`config.mk`:
```
export PLATFORM = sky130hd
export DESIGN_NAME = lcs_rma_seq
export DESIGN_NICKNAME = d
export VERILOG_FILES = /design/src/rtl/lcs_pkg.sv /design/src/rtl/lcs_nv_record.sv /design/src/rtl/lcs_keystore.sv /design/src/rtl/lcs_fsm.sv /design/src/rtl/lcs_rma_seq.sv
export SDC_FILE = /design/constraint.sdc
export NUM_CORES = 1
export LEC_CHECK = 0
export CORE_ASPECT_RATIO = 1.4
export CORE_MARGIN = 2
export CORE_UTILIZATION = 50
export CTS_BUF_LIST = sky130_fd_sc_hd__clkbuf_2
export DETAILED_ROUTE_END_ITERATION = 10
export DONT_BUFFER_PORTS = 1
export SLEW_MARGIN = 10
export SYNTH_ARGS = -nofsm -noshare
export SYNTH_HDL_FRONTEND = slang
export SYNTH_SLANG_ARGS = --single-unit
```
`constraint.sdc`:
```
create_clock -name clk -period 2.5 [get_ports clk]
set_clock_uncertainty 0.2 [all_clocks]
set_input_delay 0.375 -clock clk [delete_from_list [all_inputs] [get_ports clk]]
set_output_delay 0.375 -clock clk [all_outputs]
set_load 0.005 [all_outputs]
```
`src/rtl/lcs_pkg.sv`:
```
package lcs_pkg;

    typedef enum logic [2:0] {
        ST_BOOT,
        ST_NORMAL,
        ST_AVAIL,
        ST_PEND,
        ST_WIPE,
        ST_RETIRED
    } lc_state_e;

    localparam logic [1:0] LC_NORMAL  = 2'b00;
    localparam logic [1:0] LC_AVAIL   = 2'b01;
    localparam logic [1:0] LC_PEND    = 2'b10;
    localparam logic [1:0] LC_RETIRED = 2'b11;

endpackage

```
`src/rtl/lcs_nv_record.sv`:
```
module lcs_nv_record (
    input  logic clk,
    input  logic rst_n,
    input  logic otp_set_i,
    input  logic pend_set_i,
    input  logic ret_set_i,
    output logic otp_flag_o,
    output logic pend_o,
    output logic ret_o
);

    logic otp_q, pend_q, ret_q;

    always_ff @(posedge clk or negedge rst_n) begin
        if (!rst_n) begin
            otp_q  <= 1'b0;
            pend_q <= 1'b0;
            ret_q  <= 1'b0;
        end else begin
            if (otp_set_i)  otp_q  <= 1'b1;
            if (pend_set_i) pend_q <= 1'b1;
            if (ret_set_i)  ret_q  <= 1'b1;
        end
    end

    assign otp_flag_o = otp_q;
    assign pend_o     = pend_q;
    assign ret_o      = ret_q;

    AST_RETIRED_STICKY: assert property (@(posedge clk) disable iff (!rst_n)
        ret_q |=> ret_q);

endmodule

```
`src/rtl/lcs_keystore.sv`:
```
module lcs_keystore #(
    parameter int DW    = 32,
    parameter int DEPTH = 16,
    localparam int AW   = $clog2(DEPTH)
) (
    input  logic          clk,
    input  logic          rst_n,
    input  logic          wr_en_i,
    input  logic          rd_en_i,
    input  logic [AW-1:0] addr_i,
    input  logic [DW-1:0] wdata_i,
    input  logic          zreq_i,
    output logic [DW-1:0] rdata_o,
    output logic          rvalid_o,
    output logic          zlast_o,
    output logic          zdone_o
);

    localparam logic [AW-1:0] LAST_IDX = AW'(DEPTH - 1);

    logic [DW-1:0] mem_q [DEPTH];
    logic [AW-1:0] idx_q;
    logic [DW-1:0] rdata_q;
    logic          rvalid_q;
    logic          zdone_q;

    always_ff @(posedge clk or negedge rst_n) begin
        if (!rst_n) begin
            for (int w = 0; w < DEPTH; w++) mem_q[w] <= '0;
        end else if (zreq_i) begin
            mem_q[idx_q] <= '0;
        end else if (wr_en_i) begin
            mem_q[addr_i] <= wdata_i;
        end
    end

    always_ff @(posedge clk or negedge rst_n) begin
        if (!rst_n) begin
            idx_q   <= '0;
            zdone_q <= 1'b0;
        end else begin
            idx_q   <= zreq_i ? idx_q + 1'b1 : '0;
            zdone_q <= zlast_o;
        end
    end

    always_ff @(posedge clk or negedge rst_n) begin
        if (!rst_n) begin
            rdata_q  <= '0;
            rvalid_q <= 1'b0;
        end else begin
            rvalid_q <= rd_en_i;
            rdata_q  <= rd_en_i ? mem_q[addr_i] : '0;
        end
    end

    assign zlast_o  = zreq_i && (idx_q == LAST_IDX);
    assign zdone_o  = zdone_q;
    assign rdata_o  = rdata_q;
    assign rvalid_o = rvalid_q;

    AST_WIPE_WRITES_ZERO: assert property (@(posedge clk) disable iff (!rst_n)
        zreq_i |=> (mem_q[$past(idx_q)] == '0));

    AST_WIPE_STARTS_AT_ZERO: assert property (@(posedge clk) disable iff (!rst_n)
        $rose(zreq_i) |-> (idx_q == '0));

endmodule

```
`src/rtl/lcs_fsm.sv`:
```
module lcs_fsm
    import lcs_pkg::*;
(
    input  logic       clk,
    input  logic       rst_n,
    input  logic       por_i,
    input  logic       rma_cmd_i,
    input  logic       key_acc_i,
    input  logic       otp_flag_i,
    input  logic       pend_i,
    input  logic       ret_i,
    input  logic       zlast_i,
    output logic [1:0] code_o,
    output logic       operable_o,
    output logic       key_ok_o,
    output logic       zreq_o,
    output logic       pend_set_o,
    output logic       ret_set_o,
    output logic       busy_o,
    output logic       err_o
);

    lc_state_e state_q, state_d;
    logic      err_q;

    always_ff @(posedge clk or negedge rst_n) begin
        if (!rst_n)     state_q <= ST_BOOT;
        else if (por_i) state_q <= ST_BOOT;
        else            state_q <= state_d;
    end

    always_comb begin
        state_d = state_q;
        unique case (state_q)
            ST_BOOT: begin
                if (ret_i)           state_d = ST_RETIRED;
                else if (pend_i)     state_d = ST_WIPE;
                else if (otp_flag_i) state_d = ST_AVAIL;
                else                 state_d = ST_NORMAL;
            end
            ST_NORMAL:  state_d = ST_NORMAL;
            ST_AVAIL:   if (rma_cmd_i) state_d = ST_PEND;
            ST_PEND:    state_d = ST_PEND;
            ST_WIPE:    if (zlast_i) state_d = ST_RETIRED;
            ST_RETIRED: state_d = ST_RETIRED;
        endcase
    end

    always_comb begin
        code_o     = LC_NORMAL;
        operable_o = 1'b0;
        busy_o     = 1'b0;
        unique case (state_q)
            ST_BOOT:    code_o = LC_NORMAL;
            ST_NORMAL:  begin code_o = LC_NORMAL;  operable_o = 1'b1; end
            ST_AVAIL:   begin code_o = LC_AVAIL;   operable_o = 1'b1; end
            ST_PEND:    begin code_o = LC_PEND;    operable_o = 1'b1; end
            ST_WIPE:    begin code_o = LC_PEND;    busy_o     = 1'b1; end
            ST_RETIRED: code_o = LC_RETIRED;
        endcase
        zreq_o     = busy_o && !por_i;
        key_ok_o   = key_acc_i && operable_o;
        pend_set_o = (state_q == ST_AVAIL) && rma_cmd_i && !por_i;
        ret_set_o  = (state_q == ST_WIPE) && zlast_i && !por_i;
    end

    always_ff @(posedge clk or negedge rst_n) begin
        if (!rst_n) err_q <= 1'b0;
        else        err_q <= (rma_cmd_i && state_q != ST_AVAIL)
                          || (key_acc_i && !operable_o);
    end

    assign err_o = err_q;

    AST_PEND_ONLY_BY_CMD: assert property (@(posedge clk) disable iff (!rst_n)
        (state_q == ST_PEND && $past(state_q) != ST_PEND)
            |-> ($past(state_q) == ST_AVAIL && $past(rma_cmd_i)));

    AST_RETIRE_AFTER_WIPE: assert property (@(posedge clk) disable iff (!rst_n)
        (state_q == ST_RETIRED && $past(state_q) == ST_WIPE) |-> $past(zlast_i));

    AST_POR_TO_BOOT: assert property (@(posedge clk) disable iff (!rst_n)
        por_i |=> (state_q == ST_BOOT));

endmodule

```
`src/rtl/lcs_rma_seq.sv`:
```
module lcs_rma_seq #(
    parameter int DW    = 32,
    parameter int DEPTH = 16,
    localparam int AW   = $clog2(DEPTH)
) (
    input  logic          clk,
    input  logic          rst_n,
    input  logic          por_i,
    input  logic          otp_rma_set_i,
    input  logic          rma_cmd_i,
    input  logic          lcs_rd_i,
    output logic          lcs_valid_o,
    output logic [1:0]    lcs_rdata_o,
    output logic [1:0]    lcs_code_o,
    output logic          operable_o,
    output logic          err_o,
    input  logic          key_wr_i,
    input  logic          key_rd_i,
    input  logic [AW-1:0] key_addr_i,
    input  logic [DW-1:0] key_wdata_i,
    output logic [DW-1:0] key_rdata_o,
    output logic          key_rvalid_o,
    output logic          zero_busy_o,
    output logic          zero_done_o
);

    logic otp_flag, pend, ret;
    logic pend_set, ret_set;
    logic zreq, zlast, key_ok;
    logic lcs_valid_q;
    logic [1:0] lcs_rdata_q;

    lcs_nv_record u_nv (
        .clk        (clk),
        .rst_n      (rst_n),
        .otp_set_i  (otp_rma_set_i),
        .pend_set_i (pend_set),
        .ret_set_i  (ret_set),
        .otp_flag_o (otp_flag),
        .pend_o     (pend),
        .ret_o      (ret)
    );

    lcs_fsm u_fsm (
        .clk        (clk),
        .rst_n      (rst_n),
        .por_i      (por_i),
        .rma_cmd_i  (rma_cmd_i),
        .key_acc_i  (key_wr_i | key_rd_i),
        .otp_flag_i (otp_flag),
        .pend_i     (pend),
        .ret_i      (ret),
        .zlast_i    (zlast),
        .code_o     (lcs_code_o),
        .operable_o (operable_o),
        .key_ok_o   (key_ok),
        .zreq_o     (zreq),
        .pend_set_o (pend_set),
        .ret_set_o  (ret_set),
        .busy_o     (zero_busy_o),
        .err_o      (err_o)
    );

    lcs_keystore #(.DW(DW), .DEPTH(DEPTH)) u_ks (
        .clk      (clk),
        .rst_n    (rst_n),
        .wr_en_i  (key_wr_i & key_ok),
        .rd_en_i  (key_rd_i & key_ok),
        .addr_i   (key_addr_i),
        .wdata_i  (key_wdata_i),
        .zreq_i   (zreq),
        .rdata_o  (key_rdata_o),
        .rvalid_o (key_rvalid_o),
        .zlast_o  (zlast),
        .zdone_o  (zero_done_o)
    );

    always_ff @(posedge clk or negedge rst_n) begin
        if (!rst_n) begin
            lcs_valid_q <= 1'b0;
            lcs_rdata_q <= '0;
        end else begin
            lcs_valid_q <= lcs_rd_i;
            lcs_rdata_q <= lcs_rd_i ? lcs_code_o : '0;
        end
    end

    assign lcs_valid_o = lcs_valid_q;
    assign lcs_rdata_o = lcs_rdata_q;

    AST_RD_LATENCY: assert property (@(posedge clk) disable iff (!rst_n)
        lcs_rd_i |=> lcs_valid_o);

    AST_NO_DATA_IN_WIPE: assert property (@(posedge clk) disable iff (!rst_n)
        zero_busy_o |-> !key_rvalid_o);

    AST_RETIRED_DEAD: assert property (@(posedge clk) disable iff (!rst_n)
        (lcs_code_o == 2'b11) |-> !operable_o);

    AST_BAD_CMD_ERR: assert property (@(posedge clk) disable iff (!rst_n)
        (rma_cmd_i && lcs_code_o != 2'b01) |=> err_o);

endmodule

```
Word-level counts from Yosys, hierarchy flattened
Cells that the tools add are included.
{ "totals": {"reg_bits": 560, "inputBits": 44} }
{ "op_classes": {"addsub": 1, "magnitude_cmp": 4, "n_eq_ne": 9, "mux": 23, "n_bitwise": 7, "reduce_logical": 20} }
{ "op_table": {"columns": ["operator", "count"], "rows": [
  ["two-way mux 512 bit", 2],
  ["AND 512 bit", 1],
  ["bitwise mux 512 bit", 1],
  ["NOT 512 bit", 1],
  ["demux 32 bit (select 4 bit)", 2],
  ["two-way mux 32 bit", 5],
  ["binary-select mux 32 bit (select 4 bit)", 1],
  ["case mux 3 bit (6 select lines)", 1],
  ["two-way mux 3 bit", 5],
  ["logical AND 1 bit", 11],
  [">= comparator 5 bit, second input constant", 2],
  ["< comparator 5 x 1 -> 1 bit, second input constant", 2],
  ["NOT 4 -> 5 bit", 2],
  ["case mux 2 bit (4 select lines)", 1],
  ["equality test 3 x 2 -> 1 bit, second input constant", 2],
  ["equality test 3 bit, second input constant", 2],
  ["inequality test 3 x 2 -> 1 bit, second input constant", 2],
  ["adder 4 x 1 -> 4 bit, second input constant", 1],
  ["equality test 4 bit, second input constant", 1],
  ["two-way mux 2 bit", 2],
  ["two-way mux 4 bit", 1],
  ["OR reduction 2 bit", 2],
  ["equality test 3 x 1 -> 1 bit, second input constant", 1],
  ["zero test 3 bit", 1],
  ["other kinds (9)", 12]
]} }

Longest topological paths before layout
{ "depth": {"word_depth": 8, "mapped_depth": 8, "depth_no_buf": 5} }

Modules after synthesis
A second synthesis with hierarchy kept.
{ "hier_totals": {"cells_unflattened": 1784, "area_unflattened_um2": 24378.4} }
{ "by_module_without_submodules": {"columns": ["mod", "n_inst", "cells_each", "area_per_inst_um2", "seq_area_each_um2"], "rows": [
  ["lcs_keystore", 1, 1728, 23845.4, 13763.2],
  ["lcs_fsm", 1, 42, 331.6, 100.1],
  ["lcs_rma_seq", 1, 8, 107.6, 75.1],
  ["lcs_nv_record", 1, 6, 93.8, 75.1]
]} }

Worst setup path after synthesis
OpenSTA, ideal clock, no wires.
{ "synth_timing": {"path_kind": "reg2reg", "from": "register u_fsm.state_q[0]", "to": "register u_ks.mem_q[128] (netlist name)", "setup_time_ns": 0.121, "arrival_ns": 1.865, "t_required_ns": 2.179, "slack_ns": 0.314, "stages_incl_launch_ff": 9, "cell_sequence": "dfrtp_1 > buf_6 > or4b_4 > buf_6 > buf_6 > and2_1 > buf_6 > buf_6 > a22o_1"} }
{ "synth_between": {"elab_chain_len": 6, "word_cells_on_any_way": 12, "cone_classes": "eq/ne (4); mux (3); bitwise (1); reduce/logical (4)"} }
{ "synth_rtl": {"columns": ["item", "line", "rtl"], "rows": [
  ["from (decl)", "lcs_fsm.sv:23", "lc_state_e state_q, state_d;"],
  ["from (signal assigned)", "lcs_fsm.sv:29", "else state_q <= state_d;"],
  ["equality test 3 x 1 -> 1 bit / equality test 3 x 2 -> 1 bit (equally long branches)", "lcs_fsm.sv:53", "unique case (state_q)"],
  ["OR reduction 3 bit (no line)", null, null],
  ["two-way mux 1 bit", "lcs_fsm.sv:53", null],
  ["logical AND 1 bit", "lcs_fsm.sv:62", "key_ok_o = key_acc_i && operable_o;"],
  ["AND 1 bit", "lcs_rma_seq.sv:67", ".wr_en_i (key_wr_i & key_ok),"],
  ["nonzero test 2 bit (no line)", null, null],
  ["to (signal, indexed assignment)", "lcs_keystore.sv:33", "mem_q[addr_i] <= wdata_i;"],
  ["to (decl)", "lcs_keystore.sv:21", "logic [DW-1:0] mem_q [DEPTH];"]
]} }
Parallel ways exist; a longest one is shown, timed or not.
A chain may end at the register's enable or synchronous reset.

Final worst setup path
{ "layout_timing": {"from": "register u_fsm.state_q[1]", "to": "output lcs_code_o[0]"} }
{ "layout_between": {"elab_chain_len": 3, "word_cells_on_any_way": 9, "cone_classes": "eq/ne (5); mux (1); reduce/logical (3)"} }
{ "layout_rtl": {"columns": ["item", "line", "rtl"], "rows": [
  ["equality test 3 x 2 -> 1 bit, or another cell as far along", "lcs_fsm.sv:53", null],
  ["OR reduction 2 bit (no line)", null, null],
  ["case mux 2 bit (4 select lines) (*)", "lcs_fsm.sv:53", null],
  ["to (decl)", "lcs_rma_seq.sv:14", "output logic [1:0] lcs_code_o,"]
]} }
Mark *: on every way between the ends. The rest lies on a longest branch, timed or not.

==> key figures <==
Outcome
  • Failing checks: negative hold slack, max-slew violations, negative setup slack
  • Outcome: finished, violations left

STA
  • Final worst slack: -0.124 ns
  • FMAX: about 380 MHz
  • Hold Vio Cnt, Final: 560
  • Slew at the pin closest to its max-slew limit: ~1.6 ns
  • Min Hold Slack: -1.30 ns
  • Slew headroom: -0.0914
  • Final setup fails: 4
  • TNS Setup: -0.449 ns
  • RSZ-0062 raised after global routing: yes
  • Final Slew Violations: 162
  • Crit share post-route: 1.05
  • Post-route minimum period: 2.62 ns

Yosys
  • Number of library cell types mapped by synthesis: 47
  • Ys flop type: dfrtp_1
  • Number of flops mapped to enable cells by yosys: 0
  • #FFs+latches synth: 560
  • Mapped cell area: around 0.025 mm²
  • Syn nets: about 1,800
  • Synthesized area per cell: 14.2 µm²
  • Syn Inst Count: approximately 1,700
  • Yosys warning count: 0
  • Sequential-to-total area share from yosys stat: 0.571
  • Fraction of registers with async set/reset: 1.00

Cells and area
  • Layout Nets: between 2,000 and 2,500
  • Share of layout cells above drive strength 1: 0.242
  • Number of fill cells in the layout: about 4,000
  • Reg area: between 0.01 and 0.015 mm²
  • Area of the multi-input gates: around 0.0097 mm²
  • Layout area overhead: 18.2%

Critical path
  • CP startpoint kind: register
  • WP data required: approximately 1.9 ns
  • Critical path's slowest cell: dfrtp_2
  • Critical Path Max Stage Delay: roughly 0.46 ns
  • CP Class: reg2out
  • Worst EP arrival: 2.05 ns
  • CP Cell Sequence: buf_6 > nor3b_4 > a21o_1
  • CP Max Fanout: 3
  • Worst setup EP type: output port

Drt
  • WL/cell: roughly 30 µm
  • DRC: 0
  • Post-DRT Antenna Nets: 0
  • Total Wirelength: 81.2 mm
  • 1st-pass router iterations: 5
  • Vias post-DR: roughly 18,000
  • Vias/cell: around 6.7
  • Initial DRC count: between 1,500 and 2,000

Global routing
  • Initial antenna violation count: 2
  • GRT Total Usage: 0.329
  • First-pass GRT wire length: between 100 and 150 mm
  • Vias in the first global route: 19,393
  • Largest net degree at the start of global routing: 561
  • Total gr overflow: 0

Hold path
  • HP Class: in2async

Clock tree
  • Clock Pin Slew Worst Setup and Hold Paths: about 0.11 ns
  • CTS root buf: clkbuf_2
  • CTS tree: done
  • CTS Buf Count: about 140
  • Clock Latency Late Sink: 1.22 ns
  • CTS Sinks: 560
  • Clk buf depth: 3
  • Htree depth: 4

Pwr
  • Pwr dens: between 1000 and 1500 mW/mm²
  • Largest vdd supply drop: between 0.4 and 0.5 mV
  • Static Leak: around 0.014 µW

Floorplanning
  • Die width: ~190 µm
  • IO Pins: 86
  • Initial Utilization: 0.504
  • Num rows: 96
  • Die Y: about 270 µm
  • Full die area: slightly above 0.05 mm²
  • Core area: just under 0.05 mm²

Placement
  • Dpl hpwl: 40.8 mm
  • Port Buf Inserts: 0
  • Gpl congestion: between 0.7 and 0.8

Flow run
  • Number of max-cap violations: 0
==> through the flow <==
step | instances | setup WS [ns] | instance area [µm²] | total power, µW | utilization
4_1_cts | 2694 | -0.247 | 28800 | 30500 | 0.591
5_1_grt | 2711 | -0.268 | 29000 | 32300 | 0.595
6_report | 2712 | -0.124 | 29000 | 30600 | 0.595
3_5_place_dp | 2243 | 0.0148 | 25400 | 22700 | 0.520
2_1_floorplan | 1732 | 0.314 | 24600 | 20800 | -
3_3_place_gp | 2243 | 0.0745 | 25400 | 22400 | 0.520
==> path summary, 6_finish.rpt <==
check                                                   from                           to  slack, ns  cells past startpoint
worst max-delay path            u_fsm.state_q[1]$_DFFE_PN0P_                lcs_code_o[0]      -0.12                      3
worst min-delay path                                   rst_n   u_ks.rdata_o[19]$_DFF_PN0_      -1.30                      0
worst max register to register  u_fsm.state_q[2]$_DFFE_PN0P_  u_ks.mem_q[443]$_DFFE_PN0P_       0.05                      6
worst min register to register   u_ks.mem_q[135]$_DFFE_PN0P_  u_ks.mem_q[135]$_DFFE_PN0P_       0.30                      1
max in group asynchronous                              rst_n  u_ks.mem_q[126]$_DFFE_PN0P_       2.06                      0
min in group clk                               key_addr_i[0]    u_ks.rdata_o[7]$_DFF_PN0_       0.02                      4
==> flip-flops by register name, summed over array words and instances (netlist names), 2 cells and up <==
register / flops
u_ks.mem_q: 512
u_ks.rdata_o: 32
lcs_rdata_o: 2
u_ks.idx_q: 4
u_fsm.state_q: 3
==> Yosys cell counts, types with 16 or more instances <==
| cell | count | share of area |
|---|---|---|
| a22o_1 | 496 | 0.18 |
| a32o_1 | 16 | 0.0065 |
| mux2i_1 | 82 | 0.033 |
| and2_1 | 17 | 0.0043 |
| nand2_1 | 19 | 0.0029 |
| buf_6 | 24 | 0.011 |
| o211ai_1 | 18 | 0.0055 |
| a21oi_1 | 21 | 0.0043 |
| a22oi_1 | 26 | 0.0079 |
| clkbuf_1 | 98 | 0.015 |
| dfrtp_1 | 560 | 0.57 |
| mux4_2 | 96 | 0.088 |
| buf_2 | 79 | 0.016 |
| nor2_1 | 23 | 0.0035 |
==> cells in the final DEF, fill, tap and decap left out, types with 2 or more instances in the layout <==
cell type	Yosys	layout
a22oi_1	26	26
mux2_2	14	14
nor3b_2	1	2
dfrtp_1	560	557
and2_1	17	9
buf_16	0	5
nand2b_1	7	6
o22ai_1	15	15
mux4_2	96	96
buf_6	24	5
a32o_1	16	16
nor4_4	10	16
or2_2	5	4
and2_2	0	7
inv_2	0	5
nor2b_1	4	3
diode_2	0	2
clkinv_1	0	22
nand2_1	19	19
nor2_4	1	2
buf_12	0	20
o211ai_1	18	18
nor3_1	3	3
and2_0	15	15
nor2_1	23	22
a21oi_1	21	21
and3b_1	2	2
ha_1	4	4
a22o_1	496	496
buf_4	10	97
dlygate4sd3_1	0	205
a31oi_4	1	15
mux2i_1	82	82
clkbuf_2	0	199
dfrtp_2	0	3
nand3_1	14	14
nor3b_1	4	2
inv_1	5	4
==> power breakdown <==
part           switching [µW]  internal (µW)
combinational            3480           6000
sequential               2290          12900
clock                    3770           2200
==> worst max-delay path, delay by kind of cell (launching register included) <==
| kind | cells | cell delay, ns |
|---|---|---|
| flip-flops | 1 | 0.46 |
| AO/OA/AOI/OAI | 1 | 0.18 |
| AND/OR/NAND/NOR | 1 | 0.14 |
| buffers and inverters | 1 | 0.14 |
==> logic make-up after synthesis <==
kind of cell | count (synthesis) | share of synthesized area
xor+xnor | 2 | 0.000713
buf+inv | 226 | 0.0474
fa+ha+maj | 4 | 0.00204
compound gates | 612 | 0.212
flops | 560 | 0.571
simple gates | 136 | 0.0391
mux | 192 | 0.128
==> routing by layer <==
| layer | GRT usage | up-vias | wire length [µm] |
|---|---|---|---|
| met3 | 0.0727 | 208 | 6580 |
| li1 | - | 7320 | - |
| met5 | 0 | - | 0 |
| met4 | 0.159 | 0 | 3690 |
| met1 | 0.422 | 9569 | 31100 |
| met2 | 0.529 | 983 | 39800 |
==> repair_timing <==
action | 4_1_cts | 5_1_grt
endpoints found under the setup margin | 14 | 66
hold buffers | 211 | 2
setup buffers | 12 | 16
pin swaps | 2 | 2
resized for setup | 16 | 10
endpoints found under the hold margin | 1120 | 561
==> cell type report <==
class,count,area share
Sequential cell,560,0.483
Multi-Input combinational cell,946,0.333
Timing Repair Buffer,334,0.117
Clock buffer,199,0.0343
Tap cell,637,0.0275
Clock inverter,29,0.00478
Inverter,5,0.000733
Antenna cell,2,0.000172
Power figures use the tool's default switching activity.
